[config.mk]
export PLATFORM = sky130hd
export DESIGN_NAME = pfx_fuse_dec
export DESIGN_NICKNAME = d
export VERILOG_FILES = /design/src/rtl/pfx_fuse_pkg.sv /design/src/rtl/pfx_word_sort.sv /design/src/rtl/pfx_legal_chk.sv /design/src/rtl/pfx_addr_merge.sv /design/src/rtl/pfx_fuse_dec.sv
export SDC_FILE = /design/constraint.sdc
export NUM_CORES = 1
export LEC_CHECK = 0
export BUFFER_PORTS_ARGS = -buffer_cell sky130_fd_sc_hd__buf_4
export CAP_MARGIN = 25
export CORE_MARGIN = 2
export CORE_UTILIZATION = 35
export CTS_BUF_LIST = sky130_fd_sc_hd__clkbuf_2
export CTS_CLUSTER_DIAMETER = 80
export DETAILED_ROUTE_END_ITERATION = 10
export HOLD_SLACK_MARGIN = 0.08
export SLEW_MARGIN = 10
export SYNTH_ARGS = -nofsm -noshare
export SYNTH_HDL_FRONTEND = slang
export SYNTH_SLANG_ARGS = --single-unit
[constraint.sdc]
create_clock -name clk_i -period 1.6 [get_ports clk_i]
set_input_delay 0.16 -clock clk_i [delete_from_list [all_inputs] [get_ports clk_i]]
set_output_delay 0.16 -clock clk_i [all_outputs]
set_load 0.01 [all_outputs]
[src/rtl/pfx_fuse_pkg.sv]
package pfx_fuse_pkg;

    localparam int WORD_W = 32;
    localparam int CLS_W  = 6;
    localparam int OPC_W  = 6;
    localparam int OPC_LO = WORD_W - OPC_W;
    localparam logic [OPC_W-1:0] OPC_PREFIX = 6'd1;

    // prefix header bits 25:23 -> form (25:24) and subtype (23)
    localparam int HDR_HI = 25;
    localparam int HDR_LO = 23;
    localparam int HDR_W  = HDR_HI - HDR_LO + 1;

    typedef enum logic [1:0] {
        FORM_EIGHT_LS = 2'd0,
        FORM_RSVD     = 2'd1,
        FORM_MOD_LS   = 2'd2,
        FORM_NOP      = 2'd3
    } pfx_form_e;

    // class codes: suffixes even, prefixed variant = code | 1
    localparam logic [CLS_W-1:0] CLS_ILLEGAL   = 6'd0;
    localparam logic [CLS_W-1:0] CLS_PFX_WORD  = 6'd1;
    localparam logic [CLS_W-1:0] CLS_LD_B      = 6'd2;
    localparam logic [CLS_W-1:0] CLS_ADD_IMM   = 6'd24;
    localparam logic [CLS_W-1:0] CLS_LD_WA_SFX = 6'd26;
    localparam logic [CLS_W-1:0] CLS_LD_DW_SFX = 6'd28;
    localparam logic [CLS_W-1:0] CLS_ST_DW_SFX = 6'd30;
    localparam logic [CLS_W-1:0] CLS_NOP_SFX   = 6'd32;

    function automatic logic cls_is_dummy(input logic [CLS_W-1:0] c);
        return (c == CLS_LD_DW_SFX) || (c == CLS_ST_DW_SFX);
    endfunction

    function automatic logic cls_fits_mod(input logic [CLS_W-1:0] c);
        return !c[0] && (c >= CLS_LD_B) && (c <= CLS_ADD_IMM);
    endfunction

    function automatic logic cls_fits_eight(input logic [CLS_W-1:0] c);
        return (c == CLS_LD_WA_SFX) || cls_is_dummy(c);
    endfunction

    function automatic logic [CLS_W-1:0] cls_prefixed(input logic [CLS_W-1:0] c);
        return c | {{(CLS_W-1){1'b0}}, 1'b1};
    endfunction

endpackage

[src/rtl/pfx_word_sort.sv]
module pfx_word_sort
    import pfx_fuse_pkg::*;
(
    input  logic             vld_i,
    input  logic             go_i,
    input  logic             held_i,
    input  logic [OPC_W-1:0] opc_i,
    output logic             as_pfx_o,
    output logic             as_sfx_o,
    output logic             as_plain_o
);
    logic take;
    logic opc_is_pfx;

    always_comb begin
        take       = vld_i && go_i;
        opc_is_pfx = (opc_i == OPC_PREFIX);
        as_sfx_o   = take && held_i;
        as_pfx_o   = take && !held_i && opc_is_pfx;
        as_plain_o = take && !held_i && !opc_is_pfx;
    end
endmodule

[src/rtl/pfx_legal_chk.sv]
module pfx_legal_chk
    import pfx_fuse_pkg::*;
(
    input  logic [HDR_W-1:0] hdr_i,
    input  logic [CLS_W-1:0] cls_i,
    output logic             ok_o
);
    pfx_form_e form;
    logic      sub;

    always_comb begin
        form = pfx_form_e'(hdr_i[HDR_W-1:HDR_W-2]);
        sub  = hdr_i[0];
        ok_o = 1'b0;
        if (!sub) begin
            unique case (form)
                FORM_EIGHT_LS: ok_o = cls_fits_eight(cls_i);
                FORM_MOD_LS:   ok_o = cls_fits_mod(cls_i);
                FORM_NOP:      ok_o = (cls_i == CLS_NOP_SFX);
                default:       ok_o = 1'b0;
            endcase
        end
    end
endmodule

[src/rtl/pfx_addr_merge.sv]
module pfx_addr_merge #(
    parameter int ADDR_W     = 32,
    parameter int GRAIN_LOG2 = 6,
    parameter int WORD_LOG2  = 2,
    localparam int HI_W      = ADDR_W - GRAIN_LOG2,
    localparam int SAVE_W    = GRAIN_LOG2 - WORD_LOG2
) (
    input  logic [HI_W-1:0]      sfx_hi_i,
    input  logic [SAVE_W-1:0]    saved_i,
    input  logic [WORD_LOG2-1:0] sfx_lo_i,
    output logic [ADDR_W-1:0]    addr_o
);
    always_comb begin
        addr_o = {sfx_hi_i, saved_i, sfx_lo_i};
    end
endmodule

[src/rtl/pfx_fuse_dec.sv]
module pfx_fuse_dec
    import pfx_fuse_pkg::*;
#(
    parameter int ADDR_W     = 32,
    parameter int GRAIN_LOG2 = 6,
    parameter int WORD_LOG2  = 2
) (
    input  logic                 clk_i,
    input  logic                 rst_ni,
    input  logic                 flush_i,
    input  logic                 out_stall_i,
    input  logic                 in_valid_i,
    input  logic [WORD_W-1:0]    in_word_i,
    input  logic [ADDR_W-1:0]    in_addr_i,
    input  logic [CLS_W-1:0]     in_class_i,
    output logic                 out_valid_o,
    output logic [CLS_W-1:0]     out_class_o,
    output logic                 out_fused_o,
    output logic                 out_pfx_ok_o,
    output logic [WORD_W-1:0]    out_prefix_o,
    output logic [WORD_W-1:0]    out_suffix_o,
    output logic [ADDR_W-1:0]    out_addr_o
);
    localparam int SAVE_W = GRAIN_LOG2 - WORD_LOG2;

    typedef struct packed {
        logic               held;
        logic [WORD_W-1:0]  pfx_word;
        logic [SAVE_W-1:0]  pfx_abits;
        logic               o_valid;
        logic [CLS_W-1:0]   o_class;
        logic               o_fused;
        logic               o_ok;
        logic [WORD_W-1:0]  o_prefix;
        logic [WORD_W-1:0]  o_suffix;
        logic [ADDR_W-1:0]  o_addr;
    } state_t;

    state_t st_d, st_q;

    logic              go;
    logic              as_pfx, as_sfx, as_plain;
    logic              pair_ok;
    logic [ADDR_W-1:0] merged_addr;

    assign go = !out_stall_i && !flush_i;

    pfx_word_sort u_sort (
        .vld_i      (in_valid_i),
        .go_i       (go),
        .held_i     (st_q.held),
        .opc_i      (in_word_i[WORD_W-1:OPC_LO]),
        .as_pfx_o   (as_pfx),
        .as_sfx_o   (as_sfx),
        .as_plain_o (as_plain)
    );

    pfx_legal_chk u_legal (
        .hdr_i (st_q.pfx_word[HDR_HI:HDR_LO]),
        .cls_i (in_class_i),
        .ok_o  (pair_ok)
    );

    pfx_addr_merge #(
        .ADDR_W     (ADDR_W),
        .GRAIN_LOG2 (GRAIN_LOG2),
        .WORD_LOG2  (WORD_LOG2)
    ) u_addr (
        .sfx_hi_i (in_addr_i[ADDR_W-1:GRAIN_LOG2]),
        .saved_i  (st_q.pfx_abits),
        .sfx_lo_i (in_addr_i[WORD_LOG2-1:0]),
        .addr_o   (merged_addr)
    );

    always_comb begin
        st_d = st_q;
        if (flush_i) begin
            st_d.held    = 1'b0;
            st_d.o_valid = 1'b0;
        end else if (!out_stall_i) begin
            st_d.o_valid = 1'b0;
            if (as_pfx) begin
                st_d.held      = 1'b1;
                st_d.pfx_word  = in_word_i;
                st_d.pfx_abits = in_addr_i[GRAIN_LOG2-1:WORD_LOG2];
            end else if (as_sfx) begin
                st_d.held     = 1'b0;
                st_d.o_valid  = 1'b1;
                st_d.o_class  = cls_prefixed(in_class_i);
                st_d.o_fused  = 1'b1;
                st_d.o_ok     = pair_ok;
                st_d.o_prefix = st_q.pfx_word;
                st_d.o_suffix = in_word_i;
                st_d.o_addr   = merged_addr;
            end else if (as_plain) begin
                st_d.o_valid  = 1'b1;
                st_d.o_class  = cls_is_dummy(in_class_i) ? CLS_ILLEGAL : in_class_i;
                st_d.o_fused  = 1'b0;
                st_d.o_ok     = 1'b1;
                st_d.o_prefix = '0;
                st_d.o_suffix = in_word_i;
                st_d.o_addr   = in_addr_i;
            end
        end
    end

    always_ff @(posedge clk_i or negedge rst_ni) begin
        if (!rst_ni) st_q <= '0;
        else         st_q <= st_d;
    end

    assign out_valid_o  = st_q.o_valid;
    assign out_class_o  = st_q.o_class;
    assign out_fused_o  = st_q.o_fused;
    assign out_pfx_ok_o = st_q.o_ok;
    assign out_prefix_o = st_q.o_prefix;
    assign out_suffix_o = st_q.o_suffix;
    assign out_addr_o   = st_q.o_addr;

    AST_PFX_SILENT: assert property (@(posedge clk_i) disable iff (!rst_ni)
        (in_valid_i && go && !st_q.held && in_word_i[WORD_W-1:OPC_LO] == OPC_PREFIX)
        |=> !out_valid_o);

    AST_FUSED_ODD: assert property (@(posedge clk_i) disable iff (!rst_ni)
        (out_valid_o && out_fused_o)
        |-> (out_class_o[0] && out_prefix_o[WORD_W-1:OPC_LO] == OPC_PREFIX));

    AST_PLAIN_CLEAN: assert property (@(posedge clk_i) disable iff (!rst_ni)
        (out_valid_o && !out_fused_o)
        |-> (out_pfx_ok_o && out_prefix_o == '0));

    AST_NO_LONE_DUMMY: assert property (@(posedge clk_i) disable iff (!rst_ni)
        (out_valid_o && !out_fused_o)
        |-> (out_class_o != CLS_LD_DW_SFX && out_class_o != CLS_ST_DW_SFX));

    AST_RSVD_FORM_BAD: assert property (@(posedge clk_i) disable iff (!rst_ni)
        (out_valid_o && out_fused_o && out_prefix_o[HDR_HI:HDR_HI-1] == FORM_RSVD)
        |-> !out_pfx_ok_o);

    AST_FLUSH_CLEARS: assert property (@(posedge clk_i) disable iff (!rst_ni)
        flush_i |=> (!out_valid_o && !st_q.held));

    AST_STALL_HOLD: assert property (@(posedge clk_i) disable iff (!rst_ni)
        (out_stall_i && !flush_i)
        |=> ($stable(out_valid_o) && $stable(out_class_o) && $stable(out_suffix_o)
             && $stable(out_addr_o) && $stable(st_q.held)));

    AST_IDLE_DROPS: assert property (@(posedge clk_i) disable iff (!rst_ni)
        (!in_valid_i && !out_stall_i) |=> !out_valid_o);

endmodule

==> results of run 1 <==
## worst max-delay path: cells and delay by family
kind	cells	cell delay [ps]
AND/OR/NAND/NOR	2	720
buffers and inverters	3	940
multiplexers	1	360
## cell families after synthesis
| logic type | after synthesis | synth area share (%) |
|---|---|---|
| buffers and inverters | 129 | 14.7 |
| flip-flops | 142 | 57.7 |
| AO/OA/AOI/OAI | 60 | 7.69 |
| AND/OR/NAND/NOR | 215 | 14.4 |
| multiplexers | 30 | 5.49 |
## layout make-up
type / count / area share (%)
Multi-Input combinational cell: 305 / 21.2
Timing Repair Buffer: 281 / 29.5
Clock inverter: 13 / 1.42
Tap cell: 225 / 3.43
Clock buffer: 19 / 1.16
Inverter: 1 / 0.0457
Sequential cell: 142 / 43.3
## metal layers
layer / vias up / share of wire, % / global-route usage (%)
met4: 0 / 1.1 / 4.98
met2: 143 / 49 / 26.8
met3: 10 / 7.3 / 5.85
met5: - / 0 / 0
li1: 2123 / - / -
met1: 2207 / 42 / 18.7
## worst max path at each step
stage | slack (ps) | start | cells after the start | to
after floorplan | -70 | flush_i | 5 | st_q[112]
after global placement | -140 | flush_i | 5 | st_q[107]
after detailed placement | -180 | flush_i | 5 | st_q[107]
after CTS | 40 | out_addr_o[5] | 1 | out_addr_o[5]
after global routing | 9 | st_q[141] | 4 | out_prefix_o[17]
final | -10 | flush_i | 6 | st_q[108]
## flip-flops by register name (all words and copies together), names as in the netlist
signal,count
out_addr_o,32
out_valid_o,1
out_fused_o,1
out_prefix_o,32
out_pfx_ok_o,1
out_class_o,6
st_q,37
out_suffix_o,32
## power by group through the flow
stage / clock network [W] / registers [W] / logic (W)
floorplan: 0 / 0.00412 / 0.000914
global placement: 0 / 0.00416 / 0.00129
detailed placement: 0 / 0.00417 / 0.00132
CTS: 0.00201 / 0.00411 / 0.00147
global route: 0.00214 / 0.00415 / 0.00161
finish: 0.00190 / 0.00411 / 0.00146
## per-stage QoR
step / power, W / TNS [ps] / hold WS [ps] / std cells / util, %
6_report: 0.00748 / -25.9 / 206 / 986 / 47.6
3_3_place_gp: 0.00544 / -2980 / 26.0 / 873 / 41.7
4_1_cts: 0.00759 / 0 / 88.6 / 985 / 47.5
3_5_place_dp: 0.00549 / -4680 / 30.5 / 873 / 41.7
5_1_grt: 0.00790 / 0 / 100 / 986 / 47.6
2_1_floorplan: 0.00503 / -1560 / -136 / 576 / -
## Yosys cell counts, drive strengths merged (4+ instances only)
cell / instances / share of area, %
a21oi: 7 / 0.63
a22o: 31 / 4.4
a32o: 4 / 0.65
buf: 118 / 14
clkbuf: 10 / 0.61
dfrtp: 142 / 58
mux2: 30 / 5.5
nand2: 195 / 12
nor2b: 5 / 0.51
o22ai: 9 / 0.91
## timing repair
item,4_1_cts,5_1_grt
hold buffers,80,0
resized for setup,0,1
hold endpoints to repair,252,0
endpoints found under the setup margin,0,10
==> results.py, run 1 <==
metrics = {
    "pwr": {
        "power_switching_w": 0.00218,
        "p_int_w": 0.00529,
        "ir_worst_vdd_v": 0.000623,
        "leakage_nw": 4.27,
        "pwr-share-comb_pct": 19.6,
        "powerDensity_nw_per_um2": 911,
        "power_frac_seq_pct": 55.0,
        "clock_power_share_pct": 25.5,
        "switching_share_pct": 29.2,
    },
    "global_route": {
        "overflow": 0,
        "grt_max_degree": 56,
        "grt_pass1_wl_mm": 22.8,
        "grt.total_usage_pct": 15.8,
        "grt_pass1_vias": 4575,
        "grt_antenna_before_repair": 0,
    },
    "detailed_routing": {
        "postRouteAntennaNets": 0,
        "routedWlPerCell_um": 14.5,
        "vias_per_cell": 4.55,
        "firstDrtPassIters": 4,
        "vias": 4483,
        "routed_wirelength_mm": 14.3,
        "drtIter0Drc": 159,
        "drc_errors": 0,
    },
    "sta": {
        "setup_ws_ps": -10.1,
        "min_period_ps": 1610,
        "fin_skew_ps": 30.1,
        "fmax_ghz": 0.621,
        "fin_crit_sh_pct": 101,
        "maxSlewHeadroom_pct": 67.1,
        "setup_viol": 3,
        "hold_violations": 0,
        "drv_slew": 0,
        "rsz0062_at_grt": "false",
        "worst_slew_pin_slew_ps": 491,
    },
    "setup_path": {
        "startpoint_type": "input pin",
        "r2r_setup_slack_ps": 80,
        "timing.rr.end": "out_prefix_o[17]",
        "max_stage_delay_ps": 540,
        "worst_ep_required_time_ps": 2190,
        "crit_path_top_delay_cell": "dlygate4sd3_1",
        "crit_type": "input pin to flip-flop",
        "critPathArrivalTime_ps": 2200,
        "crit_chain": "dlygate4sd3_1, buf_4, or3b_1, nor3_4, buf_4, mux2_2",
        "critPathMaxFanout": 13,
        "cpMostUsedCell": "buf_4",
        "critPathCaptureType": "flip-flop",
        "worstRegToRegCells": 4,
        "r2r-start": "st_q[141]",
    },
    "finish": {
        "drive_gt1_share_pct": 35.3,
        "seq_area_um2": 3550,
        "area_growth_pct": 33.4,
        "fillers": 1559,
        "multi_input_area_um2": 1740,
        "final_common_cell": "nand2_1",
        "design_area_um2": 8210,
        "layout_common_cells": "nand2_1 (194), buf_4 (191), dfrtp_1 (141)",
        "diodes": 0,
        "layout.nets": 823,
    },
    "clock_tree": {
        "root_buffer": "clkbuf_2",
        "post_cts_buffers": 0,
        "cts_buffers": 17,
        "cts_tree": "built",
        "clk_path_buf_depth": 2,
        "clk_latency_ps": 680,
        "clkSlewWorstSetupHoldPaths_ps": 210,
        "ctsHtreeMaxLevel": 4,
        "cts_num_sinks": 142,
    },
    "hold_path": {
        "hold_path.class": "input pin to flip-flop",
        "whs_endpoint": "out_addr_o[15]",
        "min_path_cells": 4,
        "min_from": "in_addr_i[15]",
    },
    "synthesis": {
        "netlist_area_um2": 6150,
        "synthCells": 576,
        "yosys_warnings": 0,
        "syn_area_per_cell_um2": 10.7,
        "synth-edff-count": 0,
        "ys_ff_latch": 142,
        "ys_seq_area_share_pct": 57.7,
        "async_flop_share_pct": 100,
        "syn-num-nets": 651,
        "synth_cell_type_count": 33,
        "dominantRegCellSynth": "dfrtp_1",
    },
    "place": {
        "routabilityCongestion": 0.745,
        "pre_cts_ws_ps": -178,
        "place_hpwl_mm": 9.67,
        "placed_area_um2": 7180,
        "io_buffers": 179,
    },
    "outcome": {
        "outcome": "complete, but fails checks",
        "violations": "negative setup slack",
    },
    "floorplan": {
        "die_h_um": 137,
        "die-area_um2": 18700,
        "core_region_area_um2": 17200,
        "io_pins": 180,
        "row_count": 48,
        "die_x_um": 137,
        "initial_core_util_pct": 35.7,
    },
    "job": {
        "cap_viol_max_count": 0,
    },
}
Power figures use the tool's default switching activity.
==> run 2: changes to the inputs <==
--- a/config.mk
+++ b/config.mk
@@ -13,6 +13,7 @@
 export CTS_CLUSTER_DIAMETER = 80
 export DETAILED_ROUTE_END_ITERATION = 10
 export HOLD_SLACK_MARGIN = 0.08
+export RECOVER_POWER = 100
 export SLEW_MARGIN = 10
 export SYNTH_ARGS = -nofsm -noshare
 export SYNTH_HDL_FRONTEND = slang
==> run 2 against run 1 <==
Net effect: the flow still finishes with violations (negative setup slack); power decreased by 3.2%; cell count unchanged; final area decreased by 4.6%; clock power about the same; maximum frequency decreased by 0.96%; critical path type unchanged; highest routed layer unchanged.
==> results.py, run 2 (same netlist as run 1, synthesis figures left out) <==
metrics = {
    "outcome": {
        "outcome": "complete, but fails checks",
        "violations": "negative setup slack",
    },
    "setup_path": {
        "timing.rr.end": "out_prefix_o[17]",
        "crit_chain": "dlygate4sd3_1, clkbuf_1, or3b_1, nor3_4, buf_6, mux2_2",
        "max_stage_delay_ps": 540,
        "startpoint_type": "input pin",
        "critPathCaptureType": "flip-flop",
        "crit_family": "buffers and inverters",
        "crit_path_top_delay_cell": "dlygate4sd3_1",
        "r2r-start": "st_q[141]",
        "path_depth": 6,
        "worst_ep_required_time_ps": 2150,
        "setup.worst_path.start": "flush_i",
        "crit_type": "input pin to flip-flop",
        "r2r_setup_slack_ps": 100,
        "critPathMaxFanout": 23,
        "cp-endpoint": "st_q[124]",
        "critPathArrivalTime_ps": 2180,
        "worstRegToRegCells": 4,
        "path_buf_inv": 3,
    },
    "detailed_routing": {
        "routed_wirelength_mm": 14.3,
        "drtIter0Drc": 161,
        "vias_per_cell": 4.54,
        "drc_errors": 0,
        "routedWlPerCell_um": 14.5,
        "firstDrtPassIters": 4,
        "vias": 4480,
        "postRouteAntennaNets": 0,
    },
    "sta": {
        "min_period_ps": 1630,
        "setup_viol": 2,
        "worst_slew_pin_slew_ps": 536,
        "hold_ws_ps": 212,
        "rsz0062_at_grt": "false",
        "maxSlewHeadroom_pct": 64.3,
        "fin_crit_sh_pct": 102,
        "hold_violations": 0,
        "setup_ws_ps": -25.7,
        "fin_skew_ps": 25.4,
        "drv_slew": 0,
        "fmax_ghz": 0.615,
    },
    "floorplan": {
        "die_x_um": 137,
        "io_pins": 180,
        "row_count": 48,
        "core_region_area_um2": 17200,
        "die_h_um": 137,
        "initial_core_util_pct": 35.7,
        "die-area_um2": 18700,
    },
    "place": {
        "placed_area_um2": 7180,
        "place_hpwl_mm": 9.67,
        "routabilityCongestion": 0.745,
        "io_buffers": 179,
    },
    "finish": {
        "largest-register": "st_q",
        "layout_common_cells": "nand2_1 (194), dfrtp_1 (141), buf_4 (82)",
        "layout.nets": 823,
        "post-route-util_pct": 45.4,
        "drive_gt1_share_pct": 25.2,
        "area_growth_pct": 27.3,
        "design_area_um2": 7830,
        "largest_reg_flops": 37,
        "final_common_cell": "nand2_1",
        "diodes": 0,
    },
    "global_route": {
        "grt_antenna_before_repair": 0,
        "grt.total_usage_pct": 15.8,
        "overflow": 0,
        "grt_pass1_vias": 4575,
        "grt_max_degree": 56,
        "grt_pass1_wl_mm": 22.8,
    },
    "clock_tree": {
        "cts_buffers": 17,
        "clk_path_buf_depth": 2,
        "clk_latency_ps": 670,
        "cts_tree": "built",
        "clkSlewWorstSetupHoldPaths_ps": 220,
        "cts_num_sinks": 142,
        "ctsHtreeMaxLevel": 4,
        "root_buffer": "clkbuf_2",
    },
    "pwr": {
        "powerDensity_nw_per_um2": 924,
        "leakage_nw": 3.95,
        "ir_worst_vdd_v": 0.000592,
    },
    "hold_path": {
        "hold_path.class": "input pin to flip-flop",
    },
    "job": {
        "cap_viol_max_count": 0,
    },
}
==> run 2: cell types whose count changed in the layout (fill, tap and decap cells not counted), sizes merged <==
cell	previous run	this run
buf	201	92
clkbuf	19	128
==> run 2: worst register-to-register path, cell delays in order (launching register included) <==
cell and delay, ps:
dfrtp_2 520, nor3_2 260, a21o_4 190, buf_12 240, a22o_1 240
==> run 2: cell type report <==
type	count	area (µm²)
Tap cell	225	282
Timing Repair Buffer	281	2060
Sequential cell	142	3550
Clock inverter	13	116
Clock buffer	19	95.1
Fill cell	1653	9400
Multi-Input combinational cell	305	1720
Inverter	1	3.75
==> run 2: per-layer routing <==
metal / vias up / share of wire (%) / GRT usage [%]
li1: 2129 / - / -
met1: 2197 / 43 / 18.7
met2: 145 / 49 / 26.8
met3: 9 / 7.1 / 5.85
met4: 0 / 1.1 / 4.98
met5: - / 0 / 0
==> run 2: worst min-delay path by stage <==
stage / from / to / slack [ps] / depth (start not counted)
after floorplan: rst_ni / out_addr_o[0] / -140 / 0
after global placement: rst_ni / st_q[116] / 30 / 1
after detailed placement: rst_ni / st_q[116] / 30 / 1
after CTS: in_addr_i[30] / out_addr_o[30] / 90 / 4
after global routing: in_addr_i[30] / out_addr_o[30] / 100 / 4
final: in_addr_i[15] / out_addr_o[15] / 210 / 4
==> run 2: what timing repair did <==
item / CTS / global route
endpoints found under the hold margin: 252 / 0
hold buffers: 80 / 0
setup endpoints to repair: 0 / 10
gates resized for setup: 0 / 1
setup buffers: 0 / 0
==> run 2: metrics by stage <==
| stage | total power [W] | setup WS, ps | std cells | TNS (ps) |
|---|---|---|---|---|
| 2_1_floorplan | 0.00503 | -72.2 | 576 | -1560 |
| 3_3_place_gp | 0.00544 | -140 | 873 | -2980 |
| 3_5_place_dp | 0.00549 | -178 | 873 | -4680 |
| 4_1_cts | 0.00759 | 42.6 | 985 | 0 |
| 5_1_grt | 0.00767 | 9.82 | 986 | 0 |
| 6_report | 0.00723 | -25.7 | 986 | -42.0 |
==> run 2: where the power goes <==
part           total (W)  switching (W)  internal, W
registers        0.00410       0.000184      0.00392
clock network    0.00189        0.00132     0.000571
logic            0.00124       0.000657     0.000585
total            0.00723        0.00216      0.00507
